**src/rtl/chanseq_pkg.sv**
```systemverilog
package chanseq_pkg;
    typedef enum logic [2:0] {
        ST_IDLE,
        ST_CMD,
        ST_DATA,
        ST_STAT,
        ST_SKIP
    } rd_state_t;
endpackage

```
**src/rtl/chanseq_sync.sv**
```systemverilog
module chanseq_sync #(
    parameter int STAGES = 2
) (
    input  logic clk,
    input  logic rst_n,
    input  logic sclk_i,
    input  logic cs_n_i,
    input  logic mosi_i,
    output logic cs_n_s,
    output logic mosi_s,
    output logic sclk_rise
);
    localparam int NSIG = 3;

    logic [NSIG-1:0] stage_q [STAGES];
    logic            sclk_prev_q;

    generate
        for (genvar g = 0; g < STAGES; g++) begin : g_stage
            if (g == 0) begin : g_first
                always_ff @(posedge clk or negedge rst_n) begin
                    if (!rst_n) stage_q[g] <= '1;
                    else        stage_q[g] <= {sclk_i, cs_n_i, mosi_i};
                end
            end else begin : g_next
                always_ff @(posedge clk or negedge rst_n) begin
                    if (!rst_n) stage_q[g] <= '1;
                    else        stage_q[g] <= stage_q[g-1];
                end
            end
        end
    endgenerate

    always_ff @(posedge clk or negedge rst_n) begin
        if (!rst_n) sclk_prev_q <= 1'b1;
        else        sclk_prev_q <= stage_q[STAGES-1][2];
    end

    assign cs_n_s    = stage_q[STAGES-1][1];
    assign mosi_s    = stage_q[STAGES-1][0];
    assign sclk_rise = stage_q[STAGES-1][2] & ~sclk_prev_q;
endmodule

```
**src/rtl/chanseq_rr.sv**
```systemverilog
module chanseq_rr #(
    parameter int NCH = 4,
    parameter int CW  = (NCH > 1) ? $clog2(NCH) : 1
) (
    input  logic           clk,
    input  logic           rst_n,
    input  logic [NCH-1:0] chan_en,
    input  logic           conv_done,
    output logic [CW-1:0]  cur_chan,
    output logic           take
);
    logic [CW-1:0] ptr_q;

    function automatic logic [CW-1:0] first_at_or_after(input logic [CW-1:0] p,
                                                        input logic [NCH-1:0] m);
        logic [CW-1:0] res;
        logic          found;
        int            idx;
        res   = p;
        found = 1'b0;
        for (int k = 0; k < NCH; k++) begin
            idx = int'(p) + k;
            if (idx >= NCH) idx = idx - NCH;
            if (!found && m[idx]) begin
                res   = CW'(idx);
                found = 1'b1;
            end
        end
        return res;
    endfunction

    always_comb begin
        cur_chan = first_at_or_after(ptr_q, chan_en);
        take     = conv_done & (|chan_en);
    end

    always_ff @(posedge clk or negedge rst_n) begin
        if (!rst_n) begin
            ptr_q <= '0;
        end else if (take) begin
            if (int'(cur_chan) == NCH - 1) ptr_q <= '0;
            else                           ptr_q <= cur_chan + 1'b1;
        end
    end


    rr_step_chk: assert property (@(posedge clk) disable iff (!rst_n)
        take |=> (cur_chan != $past(cur_chan)) || ($countones($past(chan_en)) == 1)
                 || (chan_en != $past(chan_en)));


    idle_mask_chk: assert property (@(posedge clk) disable iff (!rst_n)
        (conv_done && chan_en == '0) |=> $stable(ptr_q));
endmodule

```
**src/rtl/chanseq_read_ctrl.sv**
```systemverilog
module chanseq_read_ctrl
    import chanseq_pkg::*;
#(
    parameter int          DW     = 24,
    parameter int          CW     = 2,
    parameter logic [7:0]  RD_CMD = 8'h58
) (
    input  logic          clk,
    input  logic          rst_n,
    input  logic          cs_n_raw,
    input  logic          cs_n_s,
    input  logic          sclk_rise,
    input  logic          mosi_s,
    input  logic          take,
    input  logic [CW-1:0] chan,
    input  logic [DW-1:0] sample,
    input  logic          append_status,
    output logic          miso,
    output logic          rdy_n_o
);
    localparam int SW   = DW + 8;
    localparam int CNTW = $clog2(DW) + 1;

    rd_state_t       state, nxt;
    logic [CNTW-1:0] cnt_q;
    logic [6:0]      cmd_q;
    logic [7:0]      cmd_full;
    logic [SW-1:0]   sh_q;
    logic [DW-1:0]   data_q;
    logic [CW-1:0]   chan_q;
    logic [7:0]      stat_b;
    logic            rdy_n_q;
    logic            app_q;
    logic            load;
    logic            reading;

    always_comb begin
        cmd_full  = {cmd_q, mosi_s};
        stat_b    = 8'(chan_q);
        stat_b[7] = rdy_n_q;
    end

    // next-state logic
    always_comb begin
        nxt = state;
        if (cs_n_s) begin
            nxt = ST_IDLE;
        end else begin
            unique case (state)
                ST_IDLE: nxt = ST_CMD;
                ST_CMD:  if (sclk_rise && cnt_q == CNTW'(7))
                             nxt = (cmd_full == RD_CMD) ? ST_DATA : ST_SKIP;
                ST_DATA: if (sclk_rise && cnt_q == CNTW'(DW - 1))
                             nxt = app_q ? ST_STAT : ST_CMD;
                ST_STAT: if (sclk_rise && cnt_q == CNTW'(7))
                             nxt = ST_CMD;
                ST_SKIP: nxt = ST_SKIP;
                default: nxt = ST_IDLE;
            endcase
        end
    end

    always_comb begin
        load    = (state == ST_CMD) && (nxt == ST_DATA);
        reading = (state == ST_DATA) || (state == ST_STAT) || load;
    end

    // state register
    always_ff @(posedge clk or negedge rst_n) begin
        if (!rst_n) state <= ST_IDLE;
        else        state <= nxt;
    end

    // datapath
    always_ff @(posedge clk or negedge rst_n) begin
        if (!rst_n) begin
            cnt_q   <= '0;
            cmd_q   <= '0;
            sh_q    <= '0;
            data_q  <= '0;
            chan_q  <= '0;
            rdy_n_q <= 1'b1;
            app_q   <= 1'b0;
        end else begin
            if (state != nxt)  cnt_q <= '0;
            else if (sclk_rise) cnt_q <= cnt_q + 1'b1;

            if (state == ST_CMD && sclk_rise) cmd_q <= cmd_full[6:0];

            if (load) begin
                sh_q  <= {data_q, stat_b};
                app_q <= append_status;
            end else if (reading && sclk_rise) begin
                sh_q <= {sh_q[SW-2:0], 1'b0};
            end

            if ((state == ST_DATA || state == ST_STAT) && nxt == ST_CMD) begin
                rdy_n_q <= 1'b1;
            end else if (take && !reading) begin
                rdy_n_q <= 1'b0;
                data_q  <= sample;
                chan_q  <= chan;
            end
        end
    end

    // outputs
    always_comb begin
        if (cs_n_raw)
            miso = 1'b1;
        else if (state == ST_DATA || state == ST_STAT)
            miso = sh_q[SW-1];
        else
            miso = rdy_n_q;
        rdy_n_o = rdy_n_q;
    end


    fresh_word_chk: assert property (@(posedge clk) disable iff (!rst_n)
        (take && !reading) |=> !rdy_n_o);


    ready_rise_chk: assert property (@(posedge clk) disable iff (!rst_n)
        $rose(rdy_n_o) |-> ($past(state) == ST_DATA || $past(state) == ST_STAT));


    collide_keep_chk: assert property (@(posedge clk) disable iff (!rst_n)
        (take && reading) |=> ($stable(data_q) && $stable(chan_q)));


    skip_hold_chk: assert property (@(posedge clk) disable iff (!rst_n)
        (state == ST_SKIP && !cs_n_s) |=> (state == ST_SKIP || state == ST_IDLE));


    abort_keep_chk: assert property (@(posedge clk) disable iff (!rst_n)
        (reading && cs_n_s && !take) |=> $stable(rdy_n_o));
endmodule

```
**src/rtl/chanseq_top.sv**
```systemverilog
module chanseq_top #(
    parameter int         NCH    = 4,
    parameter int         DW     = 24,
    parameter logic [7:0] RD_CMD = 8'h58,
    parameter int         CW     = (NCH > 1) ? $clog2(NCH) : 1
) (
    input  logic           clk,
    input  logic           rst_n,
    input  logic [NCH-1:0] chan_en,
    input  logic           append_status,
    input  logic           conv_done,
    input  logic [DW-1:0]  sample,
    output logic [CW-1:0]  conv_chan,
    input  logic           sclk,
    input  logic           cs_n,
    input  logic           mosi,
    output logic           miso,
    output logic           rdy_n
);
    logic cs_n_s, mosi_s, sclk_rise, take;

    chanseq_sync #(.STAGES(2)) u_sync (
        .clk       (clk),
        .rst_n     (rst_n),
        .sclk_i    (sclk),
        .cs_n_i    (cs_n),
        .mosi_i    (mosi),
        .cs_n_s    (cs_n_s),
        .mosi_s    (mosi_s),
        .sclk_rise (sclk_rise)
    );

    chanseq_rr #(.NCH(NCH), .CW(CW)) u_rr (
        .clk       (clk),
        .rst_n     (rst_n),
        .chan_en   (chan_en),
        .conv_done (conv_done),
        .cur_chan  (conv_chan),
        .take      (take)
    );

    chanseq_read_ctrl #(.DW(DW), .CW(CW), .RD_CMD(RD_CMD)) u_rd (
        .clk           (clk),
        .rst_n         (rst_n),
        .cs_n_raw      (cs_n),
        .cs_n_s        (cs_n_s),
        .sclk_rise     (sclk_rise),
        .mosi_s        (mosi_s),
        .take          (take),
        .chan          (conv_chan),
        .sample        (sample),
        .append_status (append_status),
        .miso          (miso),
        .rdy_n_o       (rdy_n)
    );
endmodule

```
**config.mk**
```make
export PLATFORM = sky130hd
export DESIGN_NAME = chanseq_top
export DESIGN_NICKNAME = d
export VERILOG_FILES = /design/src/rtl/chanseq_pkg.sv /design/src/rtl/chanseq_sync.sv /design/src/rtl/chanseq_rr.sv /design/src/rtl/chanseq_read_ctrl.sv /design/src/rtl/chanseq_top.sv
export SDC_FILE = /design/constraint.sdc
export NUM_CORES = 1
export LEC_CHECK = 0
export BUFFER_PORTS_ARGS = -buffer_cell sky130_fd_sc_hd__buf_2
export CAP_MARGIN = 20
export CORE_MARGIN = 8
export CORE_UTILIZATION = 60
export CTS_BUF_LIST = sky130_fd_sc_hd__clkbuf_4
export CTS_CLUSTER_DIAMETER = 40
export DETAILED_ROUTE_END_ITERATION = 8
export PLACE_DENSITY = 0.81
export SYNTH_ARGS = -nofsm -noshare
export SYNTH_HDL_FRONTEND = slang
export SYNTH_SLANG_ARGS = --single-unit
```
**constraint.sdc**
```tcl
create_clock -name clk -period 3.2 [get_ports clk]
set_clock_uncertainty 0.15 [all_clocks]
set_input_delay 0.64 -clock clk [delete_from_list [all_inputs] [get_ports clk]]
set_output_delay 0.64 -clock clk [all_outputs]
set_load 0.01 [all_outputs]
```
* Yosys cells after proc, flatten, opt, wreduce, memory -nomap -nowiden
Cells that the tools add are included.
** Word-level totals
- Flip-flop bits (word level) :: 85
- Input bits :: 35
- Output and inout port bits :: 4
- Logic and storage cells :: 105
** Cells by class
- Add/sub/neg operators :: 9
- Order comparisons :: 8
- Eq/ne operators :: 11
- Mux-type cells :: 39
- Bitwise gates (word level) :: 4
- Reduce and logical (&&, ||, !) cells :: 22
** Operators with widths (number)
- 32-bit two-way mux :: 6
- 32-bit by 4-bit less-than comparator with 1-bit output, second input constant :: 4
- 32-bit by 4-bit >= comparator with 1-bit output, second input constant :: 3
- 32-bit by 4-bit subtractor with 32-bit output, second input constant :: 3
- 1-bit two-way mux :: 15
- 3-bit two-way mux :: 5
- 3-bit one-hot mux with 5 select lines :: 1
- 2-bit two-way mux :: 6
- 6-bit two-way mux :: 2
- 1-bit logical AND :: 10
- 3-bit by 2-bit equality test with 1-bit output, second input constant :: 3
- 1-bit binary-select mux with 2-bit select :: 4
- 8-bit by 7-bit equality test with 1-bit output, second input constant :: 1
- 2-bit by 2-bit adder with 3-bit output, second input constant :: 2
- 6-bit by 1-bit adder with 6-bit output, second input constant :: 1
- 3-bit by 1-bit equality test with 1-bit output, second input constant :: 2
- 6-bit by 3-bit equality test with 1-bit output, second input constant :: 1
- 6-bit by 5-bit equality test with 1-bit output, second input constant :: 1
- 2-bit nonzero test :: 3
- 1-bit logical NOT :: 4
- 4-bit OR reduction :: 1
- 2-bit by 3-bit subtractor with 4-bit output, second input constant :: 1
- 2-bit by 1-bit adder with 3-bit output, second input constant :: 1
- 3-bit equality test, second input constant :: 1
- 9 further kinds :: 12

* Longest topological paths before layout
- Depth in word-level cells :: 17
- Gate-level depth with buffers :: 9
- Mapped depth without buffers :: 6

* Modules after synthesis
Synthesis repeated with hierarchy kept, for this count alone.
** Second synthesis, totals
- Cell total of the unflattened synthesis :: 312
- Area total of the unflattened synthesis :: 3878.7 µm²
** By module, submodules not included
- chanseq_read_ctrl :: instances 1, cells each 267, area an instance 3402.0 µm², seq. area each 1903.1 µm²
- chanseq_rr :: instances 1, cells each 37, area an instance 279.0 µm², seq. area each 50.0 µm²
- chanseq_sync :: instances 1, cells each 8, area an instance 197.7 µm², seq. area each 183.9 µm²

* Worst setup path before layout
Ideal clock, no wire load.
- Path kind :: register to register
- Start point :: register u_rd.cnt_q[0]
- End point :: register u_rd.chan_q[0]
- Setup time :: 125 ps
- Arrival :: 2138 ps
- Required time :: 2925 ps
- Path slack :: 787 ps
- Stages on the path, launching flop included :: 10
- Path buffers :: 3
- Clock period less this slack :: 2413 ps
- Cell sequence :: dfrtp_1 ha_1 nor3b_1 nand4_1 nor4bb_2 buf_6 or3_4 buf_12 buf_12 mux2_4
** Between the ends
- Word-level cells in the longest chain between the ends :: 11
- Elaborated cells between the ends (all ways) :: 18
- Classes of those cells :: eq/ne (4); mux (5); bitwise (1); reduce/logical (8)
** RTL lines
- from (decl) :: RTL line chanseq_read_ctrl.sv:25 : logic [CNTW-1:0] cnt_q;
- from (signal assigned) :: RTL line chanseq_read_ctrl.sv:86 : else if (sclk_rise) cnt_q <= cnt_q + 1'b1;
- 6-bit by 3-bit equality test with 1-bit output / 6-bit by 5-bit equality test with 1-bit output (equally long branches) :: RTL line chanseq_read_ctrl.sv:51, chanseq_read_ctrl.sv:55, chanseq_read_ctrl.sv:53
- 1-bit logical AND (on tied branches) :: RTL line chanseq_read_ctrl.sv:51, chanseq_read_ctrl.sv:55, chanseq_read_ctrl.sv:53
- 3-bit two-way mux (on tied branches) :: RTL line chanseq_read_ctrl.sv:55, chanseq_read_ctrl.sv:51, chanseq_read_ctrl.sv:53
- 3-bit one-hot mux with 5 select lines (*) :: RTL line chanseq_read_ctrl.sv:49 : unique case (state)
- 3-bit two-way mux (*) :: RTL line chanseq_read_ctrl.sv:46 : if (cs_n_s) begin
- 3-bit by 2-bit equality test with 1-bit output :: RTL line chanseq_read_ctrl.sv:64 : load = (state == ST_CMD) && (nxt == ST_DATA);
- 1-bit logical AND :: RTL line chanseq_read_ctrl.sv:64
- 1-bit logical OR :: RTL line chanseq_read_ctrl.sv:65 : reading = (state == ST_DATA) || (state == ST_STAT) || load;
- 1-bit logical NOT :: RTL line chanseq_read_ctrl.sv:99 : end else if (take && !reading) begin
- 1-bit logical AND :: RTL line chanseq_read_ctrl.sv:99
- 2-bit AND reduction (no line) (*)
- to (signal assigned) :: RTL line chanseq_read_ctrl.sv:102 : chan_q <= chan;
- to (decl) :: RTL line chanseq_read_ctrl.sv:30 : logic [CW-1:0] chan_q;
Mark *: on every way between the ends. The rest lies on a longest branch, timed or not.
A chain may end at the register's enable or synchronous reset.

* Worst setup path in the final report
- Start point :: register u_rd.cnt_q[0]
- End point :: register u_rd.data_q[13]
** Between the ends
- Word-level cells in the longest chain between the ends :: 11
- Elaborated cells between the ends (all ways) :: 18
- Classes of those cells :: eq/ne (4); mux (5); bitwise (1); reduce/logical (8)
** RTL lines
- 6-bit by 3-bit equality test with 1-bit output / 6-bit by 5-bit equality test with 1-bit output (equally long branches) :: RTL line chanseq_read_ctrl.sv:51, chanseq_read_ctrl.sv:55, chanseq_read_ctrl.sv:53
- 1-bit logical AND (on tied branches) :: RTL line chanseq_read_ctrl.sv:51, chanseq_read_ctrl.sv:55, chanseq_read_ctrl.sv:53
- 3-bit two-way mux (on tied branches) :: RTL line chanseq_read_ctrl.sv:55, chanseq_read_ctrl.sv:51, chanseq_read_ctrl.sv:53
- 3-bit one-hot mux with 5 select lines (*) :: RTL line chanseq_read_ctrl.sv:49
- 3-bit two-way mux (*) :: RTL line chanseq_read_ctrl.sv:46
- 3-bit by 2-bit equality test with 1-bit output :: RTL line chanseq_read_ctrl.sv:64
- 1-bit logical AND :: RTL line chanseq_read_ctrl.sv:64
- 1-bit logical OR :: RTL line chanseq_read_ctrl.sv:65
- 1-bit logical NOT :: RTL line chanseq_read_ctrl.sv:99
- 1-bit logical AND :: RTL line chanseq_read_ctrl.sv:99
- 2-bit AND reduction (no line) (*)
- to (signal assigned) :: RTL line chanseq_read_ctrl.sv:101 : data_q <= sample;
- to (decl) :: RTL line chanseq_read_ctrl.sv:29 : logic [DW-1:0] data_q;
Marked as above.

==> flow_summary.yaml <==
run_status:
  status: "complete, no violations"
placed_design:
  dpl-instance-area_sq_um: 3940
  place.gp.congestion: 0.804
  numPortBuffers: 38
  place_hpwl_um: 4540
sta:
  finalSetupTns_ps: 0
  finalSetupViolCount: 0
  maxSlewViolCount: 0
  min_period_ps: 2680
  final.period_utilization_pct: 83.9
  hold_viol_final: 0
  rsz0062_at_grt: "no"
  holdWs_ps: 10.5
  fmax_mhz: 373
  relSlewSlack_pct: 66.2
  worst_pin_slew_ps: 504
cells_and_area:
  area_growth_pct: 9.22
  drive_above_1_share_pct: 30.1
  final_common_cell: "dfrtp_1"
  fin_util_pct: 68.3
  final_area_sq_um: 4090
  nNetsFinal: 367
  final_cell_mix: "77 x dfrtp_1, 37 x buf_2, 28 x nand2_1"
  diodes: 0
  n_fill_cell: 432
clock_tree:
  insertion_delay_ps: 420
  cts_hold_buf: 0
  cts.sinks: 85
  cts_resized: 0
  root_buffer: "clkbuf_4"
  cts_setup_buffers: 0
  cts_made_buffers: 9
  cts_tree: "yes"
  clockBufferDepth: 2
  path_clk_slew_ps: 130
  cts.htree.levels: 3
synthesis:
  synth_xor_area_share_pct: 1.64
  syn_avg_cell_area_sq_um: 12.7
  synth_area_leaders: "dfrtp_1 51%, mux2_4 7.6%, a2bb2oi_1 6.1%"
  synth-compound-area-share_pct: 14.8
  synth_warnings: 0
  ys_seq_area_share_pct: 57.1
  syn_area_sq_um: 3740
  syn_inst: 294
  synth_top_family_by_area: "compound AO/OA/AOI/OAI gates"
  synth_ff_type: "dfrtp_1"
  synth_top_area_cell: "dfrtp_1"
  synth_fa_ha_area_share_pct: 0.334
  synth-simple-area-share_pct: 10.1
  synth_mux_area_share_pct: 12.4
  async_flop_share_pct: 100
  syn_nets: 330
  synth.distinct_cells: 50
  synth_top_area_share_pct: 51.5
  synth_edf_count: 0
  synth_seq_cells: 85
drt:
  vias_per_cell: 5.86
  detail-route-antenna-nets: 0
  drc: 0
  vias: 2410
  drtIter0Drc: 201
  dr.pass1.iters: 4
  wl_per_cell_um: 16.8
  routed_wl_um: 6890
grt:
  grt_pass1_vias: 2387
  use_met1_pct: 22.3
  grt_max_degree: 86
  grt_first_pass_wirelength_um: 11600
  use_met2_pct: 24.8
  overflow: 0
  grt_use_met3_pct: 4.92
  grt_busiest_layer: "met2"
  track_usage_pct: 16.5
  grt_antenna_before_repair: 0
floorplan:
  io_pins: 39
  initial_utilization_pct: 62.5
  num_rows: 28
  die_h_um: 95
  core_sq_um: 5990
  die_w_um: 95
  dieArea_sq_um: 9030
worst_setup_path:
  critPathKind: "flip-flop to flip-flop"
  end_kind: "flip-flop"
  critPathArrivalTime_ps: 2840
  crit_required_ps: 3360
  start_kind: "flip-flop"
  path_max_fanout: 27
min_path:
  hold_class: "primary input to asynchronous set/reset pin"
pwr:
  p_total_w: 0.00205
  power.leakage_nw: 1.91
  powerDensity_nw_per_um2: 501
  ir_drop_v: 0.000319
flow_run:
  maxCapViolCount: 0
-- cell families after synthesis --
| group | Yosys count |
|---|---|
| and+or+nand+nor | 68 |
| muxes | 35 |
| AOI/OAI and AO/OA | 78 |
| xor gates and xnor gates | 7 |
| adders and majority gates | 1 |
| DFF | 85 |
| buffers and inverters | 20 |
-- final cells by class --
class / instances / area [sq um] / share of cell area, %
Tap cell: 75 / 93.8 / 2.29
Sequential cell: 85 / 2140 / 52.2
Multi-Input combinational cell: 189 / 1470 / 36.0
Clock buffer: 11 / 82.6 / 2.02
Clock inverter: 5 / 36.3 / 0.887
Timing Repair Buffer: 45 / 265 / 6.49
Inverter: 1 / 3.75 / 0.0918
-- metal layers --
layer | share of wire [%] | wire length [um]
met3 | 4.2 | 289
met1 | 46 | 3150
met5 | 0 | 0
met2 | 49 | 3340
met4 | 1.5 | 104
-- report_power, final --
| group | switching [W] | leakage, nW | internal [W] |
|---|---|---|---|
| Combinational | 0.000112 | 0.771 | 0.000158 |
| Sequential | 0.0000727 | 1.08 | 0.00118 |
| Clock | 0.000353 | 0.0595 | 0.000179 |
| Total | 0.000537 | 1.91 | 0.00151 |
-- synthesized netlist by cell type (all sizes together) (2+ instances only) --
library cell	number
a2bb2oi	26
or2	2
nor2	4
nor3	6
nand2	28
o21a	2
mux2i	2
a21oi	10
nand4	3
dfrtp	77
nand3	2
nor2b	6
dfstp	8
mux2	33
o21ai	6
clkbuf	7
nor3b	3
nor4b	2
or3	2
buf	12
xor2	5
nand2b	3
o22ai	26
xnor2	2
nor4bb	2
-- registers in the layout, summed over array words and instances, names as in the netlist, 2 cells and up --
register        cells
u_rd.data_q        24
u_rd.sh_q          32
u_rd.state          3
u_rd.chan_q         2
u_rd.cmd_q          7
u_rr.ptr_q          2
u_rd.cnt_q          6
u_sync.stage_q      4
-- critical path, stage by stage, from the launching register on --
cell,delay (ps)
dfrtp_1,430
ha_1,200
nor3b_1,350
nand4_1,220
nor4bb_2,350
or3_4,500
mux2_1,370
-- final timing paths --
path                                   startpoint                 to  slack [ps]  cells past startpoint
worst max register to register      u_rd.cnt_q[0]    u_rd.data_q[13]         520                      6
max in group asynchronous                   rst_n  u_sync.stage_q[2]        2250                      2
worst min-delay path                        rst_n     u_rd.data_q[3]          10                      1
worst min register to register  u_sync.stage_q[4]      u_sync.cs_n_s         210                      0
worst max-delay path                u_rd.cnt_q[0]    u_rd.data_q[13]         520                      6
min in group clk                             mosi  u_sync.stage_q[3]         160                      1
-- per-stage QoR --
stage | instances | setup WS, ps
6_report | 411 | 516
5_1_grt | 411 | 270
4_1_cts | 410 | 512
3_5_place_dp | 394 | 544
3_3_place_gp | 394 | 667
2_1_floorplan | 294 | 787
No activity file was read; power rests on OpenSTA's default activity.
